File: src/rtl/i2cf_pkg.sv
// Shared constants of the I2C data-request flag unit: status bit positions
// and buffer-configuration field positions. Assumes an 8-bit status word.
package i2cf_pkg;
    localparam int STAT_W   = 8;
    localparam int CNT_W    = 16;
    localparam int THR_W    = 6;

    // status bit positions
    localparam int ST_XRDY  = 0;
    localparam int ST_XDR   = 1;
    localparam int ST_RRDY  = 2;
    localparam int ST_RDR   = 3;
    localparam int ST_ARDY  = 4;
    localparam int ST_NACK  = 5;
    localparam int ST_AL    = 6;
    localparam int ST_TXOVF = 7;

    // buffer configuration word fields
    localparam int CF_TXTHR_LO = 0;
    localparam int CF_TXFLUSH  = 6;
    localparam int CF_RXTHR_LO = 8;
    localparam int CF_RXFLUSH  = 14;
endpackage

File: src/rtl/i2cf_byte_fifo.sv
// Byte FIFO with show-ahead head output and a flush that wins over push/pop.
// Assumes DEPTH is a power of two; a push when full or a pop when empty
// is ignored by this module (the caller flags it if needed).
module i2cf_byte_fifo #(
    parameter int DEPTH = 16,
    parameter int DW    = 8,
    localparam int AW   = $clog2(DEPTH),
    localparam int LW   = AW + 1
) (
    input  logic          clk,
    input  logic          rst_n,
    input  logic          flush,
    input  logic          push,
    input  logic [DW-1:0] push_data,
    input  logic          pop,
    output logic [DW-1:0] head,
    output logic [LW-1:0] level,
    output logic          full,
    output logic          empty
);
    logic [DW-1:0] mem [DEPTH];
    logic [AW-1:0] wr_ptr, rd_ptr;
    logic          push_ok, pop_ok;

    assign full    = (level == LW'(DEPTH));
    assign empty   = (level == '0);
    assign push_ok = push && !full && !flush;
    assign pop_ok  = pop && !empty && !flush;
    assign head    = mem[rd_ptr];

    // storage write, no reset needed on the data array
    always_ff @(posedge clk) begin
        if (push_ok) mem[wr_ptr] <= push_data;
    end

    // pointers and fill level
    always_ff @(posedge clk) begin
        if (!rst_n || flush) begin
            wr_ptr <= '0;
            rd_ptr <= '0;
            level  <= '0;
        end else begin
            if (push_ok) wr_ptr <= wr_ptr + 1'b1;
            if (pop_ok)  rd_ptr <= rd_ptr + 1'b1;
            level <= level + LW'(push_ok) - LW'(pop_ok);
        end
    end

    p_level_bound_r3: assert property (@(posedge clk) disable iff (!rst_n)
        level <= LW'(DEPTH));
    p_no_overflow_r3: assert property (@(posedge clk) disable iff (!rst_n)
        (push && full && !pop && !flush) |=> (level == LW'(DEPTH)));
    p_flush_empties_r11: assert property (@(posedge clk) disable iff (!rst_n)
        flush |=> (level == '0));
endmodule

File: src/rtl/i2cf_xfer_count.sv
// Remaining-byte counter and direction latch of one transfer.
// Assumes `move` is only asserted while the count is nonzero; a start
// in the same cycle as a move reloads the count.
module i2cf_xfer_count #(
    parameter int CNT_W = 16
) (
    input  logic             clk,
    input  logic             rst_n,
    input  logic             start,
    input  logic             start_rd,
    input  logic [CNT_W-1:0] start_len,
    input  logic             move,
    output logic [CNT_W-1:0] bytes_left,
    output logic             rd_dir,
    output logic             last_move
);
    assign last_move = move && !start && (bytes_left == CNT_W'(1));

    // load on start, count down per byte moved
    always_ff @(posedge clk) begin
        if (!rst_n) begin
            bytes_left <= '0;
            rd_dir     <= 1'b0;
        end else if (start) begin
            bytes_left <= start_len;
            rd_dir     <= start_rd;
        end else if (move) begin
            bytes_left <= bytes_left - 1'b1;
        end
    end

    p_move_needs_bytes_r2: assert property (@(posedge clk) disable iff (!rst_n)
        move |-> (bytes_left != '0));
    p_count_step_r2: assert property (@(posedge clk) disable iff (!rst_n)
        (!start && move) |=> (bytes_left == $past(bytes_left) - CNT_W'(1)));
    p_count_hold_r2: assert property (@(posedge clk) disable iff (!rst_n)
        (!start && !move) |=> $stable(bytes_left));
endmodule

File: src/rtl/i2cf_status_bank.sv
// Write-one-to-clear status register with enable-masked interrupt.
// Assumes `set` carries level conditions and event pulses; set beats clear.
module i2cf_status_bank #(
    parameter int W = 8
) (
    input  logic         clk,
    input  logic         rst_n,
    input  logic [W-1:0] set,
    input  logic         clr_wr,
    input  logic [W-1:0] clr_mask,
    input  logic [W-1:0] irq_en,
    output logic [W-1:0] status,
    output logic         irq
);
    logic [W-1:0] clr_eff;

    assign clr_eff = clr_wr ? clr_mask : '0;
    assign irq     = |(status & irq_en);

    // latch set bits, drop cleared ones unless re-set
    always_ff @(posedge clk) begin
        if (!rst_n) status <= '0;
        else        status <= (status & ~clr_eff) | set;
    end

    p_w1c_clears_r9: assert property (@(posedge clk) disable iff (!rst_n)
        clr_wr |=> ((status & $past(clr_mask & ~set)) == '0));
    p_no_silent_drop_r9: assert property (@(posedge clk) disable iff (!rst_n)
        !clr_wr |=> ((status & $past(status)) == $past(status)));
endmodule

File: src/rtl/i2c_fifo_flags.sv
// I2C data-request and event flag unit: TX/RX byte FIFOs, remaining byte
// count, threshold ready/draining flags, event flags, interrupt.
// Assumes DEPTH is 8, 16, 32 or 64 and the engine honours the ready outputs.
module i2c_fifo_flags
    import i2cf_pkg::*;
#(
    parameter int DEPTH = 16,
    localparam int LW   = $clog2(DEPTH) + 1,
    localparam int DCODE = $clog2(DEPTH / 8)
) (
    input  logic              clk,
    input  logic              rst_n,
    input  logic              start,
    input  logic              start_rd,
    input  logic [CNT_W-1:0]  start_len,
    input  logic              cfg_wr,
    input  logic [15:0]       cfg_wdata,
    output logic [15:0]       cfg_rdata,
    input  logic              host_tx_push,
    input  logic [7:0]        host_tx_data,
    input  logic              host_rx_pop,
    output logic [7:0]        host_rx_data,
    input  logic              eng_tx_pop,
    output logic              eng_tx_ready,
    output logic [7:0]        eng_tx_data,
    input  logic              eng_rx_push,
    input  logic [7:0]        eng_rx_data,
    output logic              eng_rx_ready,
    input  logic              eng_nack,
    input  logic              eng_arb_lost,
    input  logic              stat_clr_wr,
    input  logic [STAT_W-1:0] stat_clr_mask,
    input  logic [STAT_W-1:0] irq_en,
    output logic [STAT_W-1:0] status,
    output logic              irq,
    output logic [CNT_W-1:0]  bytes_left,
    output logic [1:0]        depth_code
);
    logic [THR_W-1:0] tx_thr_m1, rx_thr_m1;
    logic             tx_flush, rx_flush;
    logic [7:0]       tx_head, rx_head;
    logic [LW-1:0]    tx_level, rx_level;
    logic             tx_full, tx_empty, rx_full, rx_empty;
    logic             move_tx, move_rx, rd_dir, last_move;
    logic [CNT_W-1:0] tx_lvl_w, rx_lvl_w, tx_thr_w, rx_thr_w, tx_need;
    logic             xrdy_c, xdr_c, rrdy_c, rdr_c;
    logic [STAT_W-1:0] set_vec;

    assign depth_code = 2'(DCODE);

    // threshold configuration, flush bits act only in the write cycle
    always_ff @(posedge clk) begin
        if (!rst_n) begin
            tx_thr_m1 <= '0;
            rx_thr_m1 <= '0;
        end else if (cfg_wr) begin
            tx_thr_m1 <= cfg_wdata[CF_TXTHR_LO +: THR_W];
            rx_thr_m1 <= cfg_wdata[CF_RXTHR_LO +: THR_W];
        end
    end

    assign tx_flush  = cfg_wr && cfg_wdata[CF_TXFLUSH];
    assign rx_flush  = cfg_wr && cfg_wdata[CF_RXFLUSH];
    assign cfg_rdata = {2'b00, rx_thr_m1, 2'b00, tx_thr_m1};

    i2cf_byte_fifo #(.DEPTH(DEPTH), .DW(8)) u_tx_fifo (
        .clk(clk), .rst_n(rst_n), .flush(tx_flush),
        .push(host_tx_push), .push_data(host_tx_data), .pop(move_tx),
        .head(tx_head), .level(tx_level), .full(tx_full), .empty(tx_empty)
    );

    i2cf_byte_fifo #(.DEPTH(DEPTH), .DW(8)) u_rx_fifo (
        .clk(clk), .rst_n(rst_n), .flush(rx_flush),
        .push(move_rx), .push_data(eng_rx_data), .pop(host_rx_pop),
        .head(rx_head), .level(rx_level), .full(rx_full), .empty(rx_empty)
    );

    i2cf_xfer_count #(.CNT_W(CNT_W)) u_count (
        .clk(clk), .rst_n(rst_n), .start(start), .start_rd(start_rd),
        .start_len(start_len), .move(move_tx || move_rx),
        .bytes_left(bytes_left), .rd_dir(rd_dir), .last_move(last_move)
    );

    // engine handshakes gated by direction, count and FIFO room
    assign eng_tx_ready = !rd_dir && (bytes_left != '0) && !tx_empty && !tx_flush;
    assign eng_rx_ready = rd_dir && (bytes_left != '0) && !rx_full && !rx_flush;
    assign move_tx      = eng_tx_pop && eng_tx_ready;
    assign move_rx      = eng_rx_push && eng_rx_ready;
    assign eng_tx_data  = tx_empty ? 8'h00 : tx_head;
    assign host_rx_data = rx_empty ? 8'h00 : rx_head;

    // threshold comparisons on a common width
    always_comb begin
        tx_lvl_w = CNT_W'(tx_level);
        rx_lvl_w = CNT_W'(rx_level);
        tx_thr_w = CNT_W'(tx_thr_m1) + CNT_W'(1);
        rx_thr_w = CNT_W'(rx_thr_m1) + CNT_W'(1);
        tx_need  = (bytes_left > tx_lvl_w) ? (bytes_left - tx_lvl_w) : '0;
        xrdy_c   = !rd_dir && (tx_lvl_w < tx_thr_w) && (tx_need >= tx_thr_w);
        xdr_c    = !rd_dir && (tx_lvl_w < tx_thr_w) && (tx_need != '0)
                   && (tx_need < tx_thr_w);
        rrdy_c   = rd_dir && (rx_lvl_w >= rx_thr_w);
        rdr_c    = rd_dir && (bytes_left == '0) && (rx_lvl_w != '0)
                   && (rx_lvl_w < rx_thr_w);
    end

    // gather conditions and events into the set vector
    always_comb begin
        set_vec           = '0;
        set_vec[ST_XRDY]  = xrdy_c;
        set_vec[ST_XDR]   = xdr_c;
        set_vec[ST_RRDY]  = rrdy_c;
        set_vec[ST_RDR]   = rdr_c;
        set_vec[ST_ARDY]  = last_move;
        set_vec[ST_NACK]  = eng_nack;
        set_vec[ST_AL]    = eng_arb_lost;
        set_vec[ST_TXOVF] = host_tx_push && tx_full;
    end

    i2cf_status_bank #(.W(STAT_W)) u_status (
        .clk(clk), .rst_n(rst_n), .set(set_vec), .clr_wr(stat_clr_wr),
        .clr_mask(stat_clr_mask), .irq_en(irq_en), .status(status), .irq(irq)
    );

    p_tx_flags_exclusive_r5: assert property (@(posedge clk) disable iff (!rst_n)
        !(xrdy_c && xdr_c));
    p_ardy_on_last_r8: assert property (@(posedge clk) disable iff (!rst_n)
        last_move |=> (status[ST_ARDY] && bytes_left == '0));
    p_rx_draining_done_r7: assert property (@(posedge clk) disable iff (!rst_n)
        status[ST_RDR] && !$past(status[ST_RDR]) |-> $past(bytes_left) == '0);
    p_ovf_sticky_r3: assert property (@(posedge clk) disable iff (!rst_n)
        (host_tx_push && tx_full) |=> status[ST_TXOVF]);
endmodule

File: config.mk
export PLATFORM = sky130hd
export DESIGN_NAME = i2c_fifo_flags
export DESIGN_NICKNAME = d
export VERILOG_FILES = /design/src/rtl/i2cf_pkg.sv /design/src/rtl/i2cf_byte_fifo.sv /design/src/rtl/i2cf_xfer_count.sv /design/src/rtl/i2cf_status_bank.sv /design/src/rtl/i2c_fifo_flags.sv
export SDC_FILE = /design/constraint.sdc
export NUM_CORES = 1
export LEC_CHECK = 0
export ABC_AREA = 1
export BUFFER_PORTS_ARGS = -buffer_cell sky130_fd_sc_hd__buf_2
export CAP_MARGIN = 5
export CORE_ASPECT_RATIO = 0.9
export CORE_UTILIZATION = 64
export CTS_CLUSTER_DIAMETER = 60
export DETAILED_ROUTE_END_ITERATION = 10
export PLACE_DENSITY = 0.88
export SLEW_MARGIN = 10
export SYNTH_ARGS = -nofsm -noshare
export SYNTH_HDL_FRONTEND = slang
export SYNTH_SLANG_ARGS = --single-unit
File: constraint.sdc
create_clock -name clk -period 5.3 [get_ports clk]
set_clock_uncertainty 0.2 [all_clocks]
set_input_delay 1.06 -clock clk [delete_from_list [all_inputs] [get_ports clk]]
set_output_delay 1.06 -clock clk [all_outputs]
set_load 0.02 [all_outputs]
==> metrics.log <==
INFO  metric p_int = roughly 4.7 mW
INFO  metric max_cap_violations = 0
INFO  metric multi_input_comb_area = ~5100 sq um
INFO  metric synthFlopType = edfxtp_1
INFO  metric tns = 0 ps
INFO  metric design.portCount = ~140
INFO  metric worst-path-buf-inv = 3
INFO  metric post_synth_num_cell_types = 46
INFO  metric worst_ir_drop_vdd = 0.305 mV
INFO  metric die_area = 23900 sq um
INFO  metric synth_edf_count = between 200 and 300
INFO  metric drt_iter0_drc = about 1600
INFO  metric clk_slew_on_worst_s_h_paths = 70 ps
INFO  metric worstPathRequired = between 4000 and 5000 ps
INFO  metric fin_total_pwr = a little over 7 mW
INFO  metric finalHoldViolCount = 0
INFO  metric final_layout_size_suffix_gt1_frac = 0.143
INFO  metric global_route.usage.total = 0.310
INFO  metric rsz0062_at_grt = no
INFO  metric layout-area-overhead-vs-synth = 12.0%
INFO  metric die_height = 147 um
INFO  metric routed_via_density = slightly above 6
INFO  metric synth.yosys.seq_area_share = 0.612
INFO  metric synth_top_area_share = 0.517
INFO  metric number_of_hold_buffers_added_after_cts = 0
INFO  metric clk_latency = 560 ps
INFO  metric final_cell_area = 16700 sq um
INFO  metric buffer_ports.inserted = 128
INFO  metric leakage = around 6.4 nW
INFO  metric start_util = 0.657
INFO  metric synth_seq_cells = 327
INFO  metric post_synth_main_area_contributors = edfxtp_1 (52%), dfxtp_1 (9.6%), nor2_1 (6.3%)
INFO  metric root_buffer = clkbuf_16
INFO  metric worst-slew-pin-transition = about 1100 ps
INFO  metric final_net_count = roughly 1700
INFO  metric critical_path.slowest_cell = inv_1
INFO  metric slew_violations = 0
INFO  metric shortest_period_the_worst_path_allows = 4400 ps
INFO  metric antennaDiodeCount = 0
INFO  metric global_route_wire_length_before_repair = 57200 um
INFO  metric p_switching = 2.44 mW
INFO  metric std_cell_rows = 52
INFO  metric logic_gate_share_of_total_power = 0.286
INFO  metric worstSetupStartpointType = register
INFO  metric routed-via-count = 11598
INFO  metric post-route-drc-count = 0
INFO  metric critical_path_class = register to output pin
INFO  metric dpl_cell_area = 15700 sq um
INFO  metric grt-ovfl-total = 0
INFO  metric routedWlPerCell = 19.8 um
INFO  metric clock-sinks = about 330
INFO  metric synthesis.instances = 1438
INFO  metric vias_in_the_first_global_route = between 10000 and 15000
INFO  metric place.detailed.hpwl = about 24000 um
INFO  metric max_stage_delay = 750 ps
INFO  metric finalSetupViolations = 0
INFO  metric finish.utilization = 0.735
INFO  metric hold_path_class = register to register
INFO  metric slew_headroom = 0.262
INFO  metric layout_worst_path_cycle_share = 0.830
INFO  metric synth-warning-count = 0
INFO  metric gp_congestion = 0.909
INFO  metric power_per_cell_area = roughly 430 nW/um^2
INFO  metric htree_levels = 1
INFO  metric power_switching_share = 0.343
INFO  metric post-cts-setup-buffer-count = 0
INFO  metric cts.repair.resized = 0
INFO  metric critical_path_peak_fanout = 33
INFO  metric run_status = completed
INFO  metric hp-start = u_tx_fifo.rd_ptr[3]
INFO  metric power_frac_clock = 0.298
INFO  metric crit_arrival = 3140 ps
INFO  metric die_w = 163 um
INFO  metric sequential_cell_area = 9110 sq um
INFO  metric max_freq = roughly 0.23 GHz
INFO  metric core_region_area = between 20000 and 25000 sq um
INFO  metric num-fill-cells = 1423
INFO  metric antenna_found_initial = 0
INFO  metric post_synth.cell_area_avg = 10.3 sq um
INFO  metric totalWireLength = approximately 37000 um
INFO  metric worst_setup_path_end_kind = output pin
INFO  metric netlist_area = 14900 sq um
INFO  metric tritoncts = built
INFO  metric cts_made_buffers = 31
INFO  metric cp_top_family = buffers and inverters
INFO  metric final.hold.worst_slack = a little under 300 ps
INFO  metric share_seq_of_total_power = 0.415
INFO  metric cp_cell_sequence = buf_4 > inv_1 > o21ai_0 > o22ai_1 > nor2_1 > nor2_1 > o21ai_0 > a21oi_1 > buf_2
INFO  metric async_s_r_ff_share_synth = 0
INFO  metric drt_pre_antenna_iters = 6
INFO  metric grt_max_degree = 65
INFO  metric post-synth-top-area-cell = edfxtp_1
INFO  metric buffer_depth_of_the_longest_clock_path = 3
INFO  metric worst_r2r_startpoint = u_rx_fifo.level[2]
INFO  metric detail_route_antenna_nets = 0
==> worst paths after layout <==
kind / end / slack, ps / cells past startpoint
hold / removal: register / 290 / 2
hold reg to reg: register / 290 / 2
setup reg to reg: u_rx_fifo.level[4] / 1670 / 18
setup / recovery: eng_tx_data[7] / 900 / 9
==> logic make-up after synthesis <==
kind of cell,count (synthesis),synth area share
flops,327,0.612
fa+ha+maj,50,0.0436
simple gates,529,0.157
other cells,2,0.000505
compound gates,339,0.130
buf+inv,176,0.0471
xor+xnor,15,0.00883
==> power by group through the flow <==
stage | combinational [mW] | clock [mW] | sequential (mW)
after floorplan | 1.41 | 0 | 3.02
after global placement | 1.90 | 0 | 3.00
after detailed placement | 1.98 | 0 | 3.01
after CTS | 2.01 | 2.13 | 2.95
after global routing | 2.26 | 2.23 | 2.97
final | 2.04 | 2.12 | 2.96
==> layer usage <==
layer  vias up  wire length, um  track usage
met4         0             1050        0.100
met5         -                0            0
li1       5305                -            -
met1      5409            14300        0.423
met2       791            17800        0.515
met3        93             3720       0.0406
==> Yosys cell counts, drive strengths merged, types with 2 or more instances <==
cell type / count
dfxtp: 71
xor2: 13
and3: 2
edfxtp: 256
o21ai: 185
inv: 110
nor3: 6
nand2: 154
fa: 3
a31oi: 8
xnor2: 2
nand3: 76
ha: 47
a221oi: 3
or2: 7
o221ai: 47
buf: 11
nor4: 2
nand3b: 6
clkbuf: 52
a21oi: 71
a211oi: 2
o22ai: 19
nand4: 14
clkinv: 3
conb: 2
nor2: 261
==> registers in the layout, summed over array words and instances, names as in the netlist, named ones only <==
signal              cells
u_tx_fifo.mem         128
rx_thr_m1               6
u_rx_fifo.mem         128
u_tx_fifo.rd_ptr        4
u_rx_fifo.wr_ptr        4
u_tx_fifo.wr_ptr        4
u_status.status         8
tx_thr_m1               6
u_count.bytes_left     16
u_tx_fifo.level         5
u_count.rd_dir          1
u_rx_fifo.level         5
u_rx_fifo.rd_ptr        4
==> worst min-delay path: stages (launching register included) <==
cell and delay (ps):
dfxtp_1 310, inv_1 60, a21oi_1 80
==> cell usage in the layout (no fill, tap or decap), types with 5 or more instances in the layout <==
cell	n
edfxtp_1	256
a21oi_1	71
clkinv_4	6
nand2_2	5
nor3_1	6
o21ai_0	182
inv_1	105
or2_2	7
nor2_1	250
clkinv_1	6
o22ai_1	19
a31oi_1	8
clkbuf_16	32
buf_2	128
buf_4	7
ha_1	47
o221ai_1	47
nand4_1	14
xor2_1	13
nor2_2	5
inv_2	5
nand3_1	72
dfxtp_1	69
conb_1	6
nand2_1	146
==> cell type report <==
type | instances | area share
Sequential cell | 327 | 0.547
Multi-Input combinational cell | 939 | 0.305
Clock buffer | 36 | 0.0490
Timing Repair Buffer | 135 | 0.0416
Inverter | 113 | 0.0255
Tap cell | 297 | 0.0223
Clock inverter | 19 | 0.00939
==> stage by stage <==
step / instances / setup slack (ps)
after floorplan: 1442 / 2040
after global placement: 1811 / 1720
after detailed placement: 1811 / 1630
after CTS: 1866 / 961
after global routing: 1866 / 788
final: 1866 / 903
Note: power is estimated with default switching activity, not from simulation.
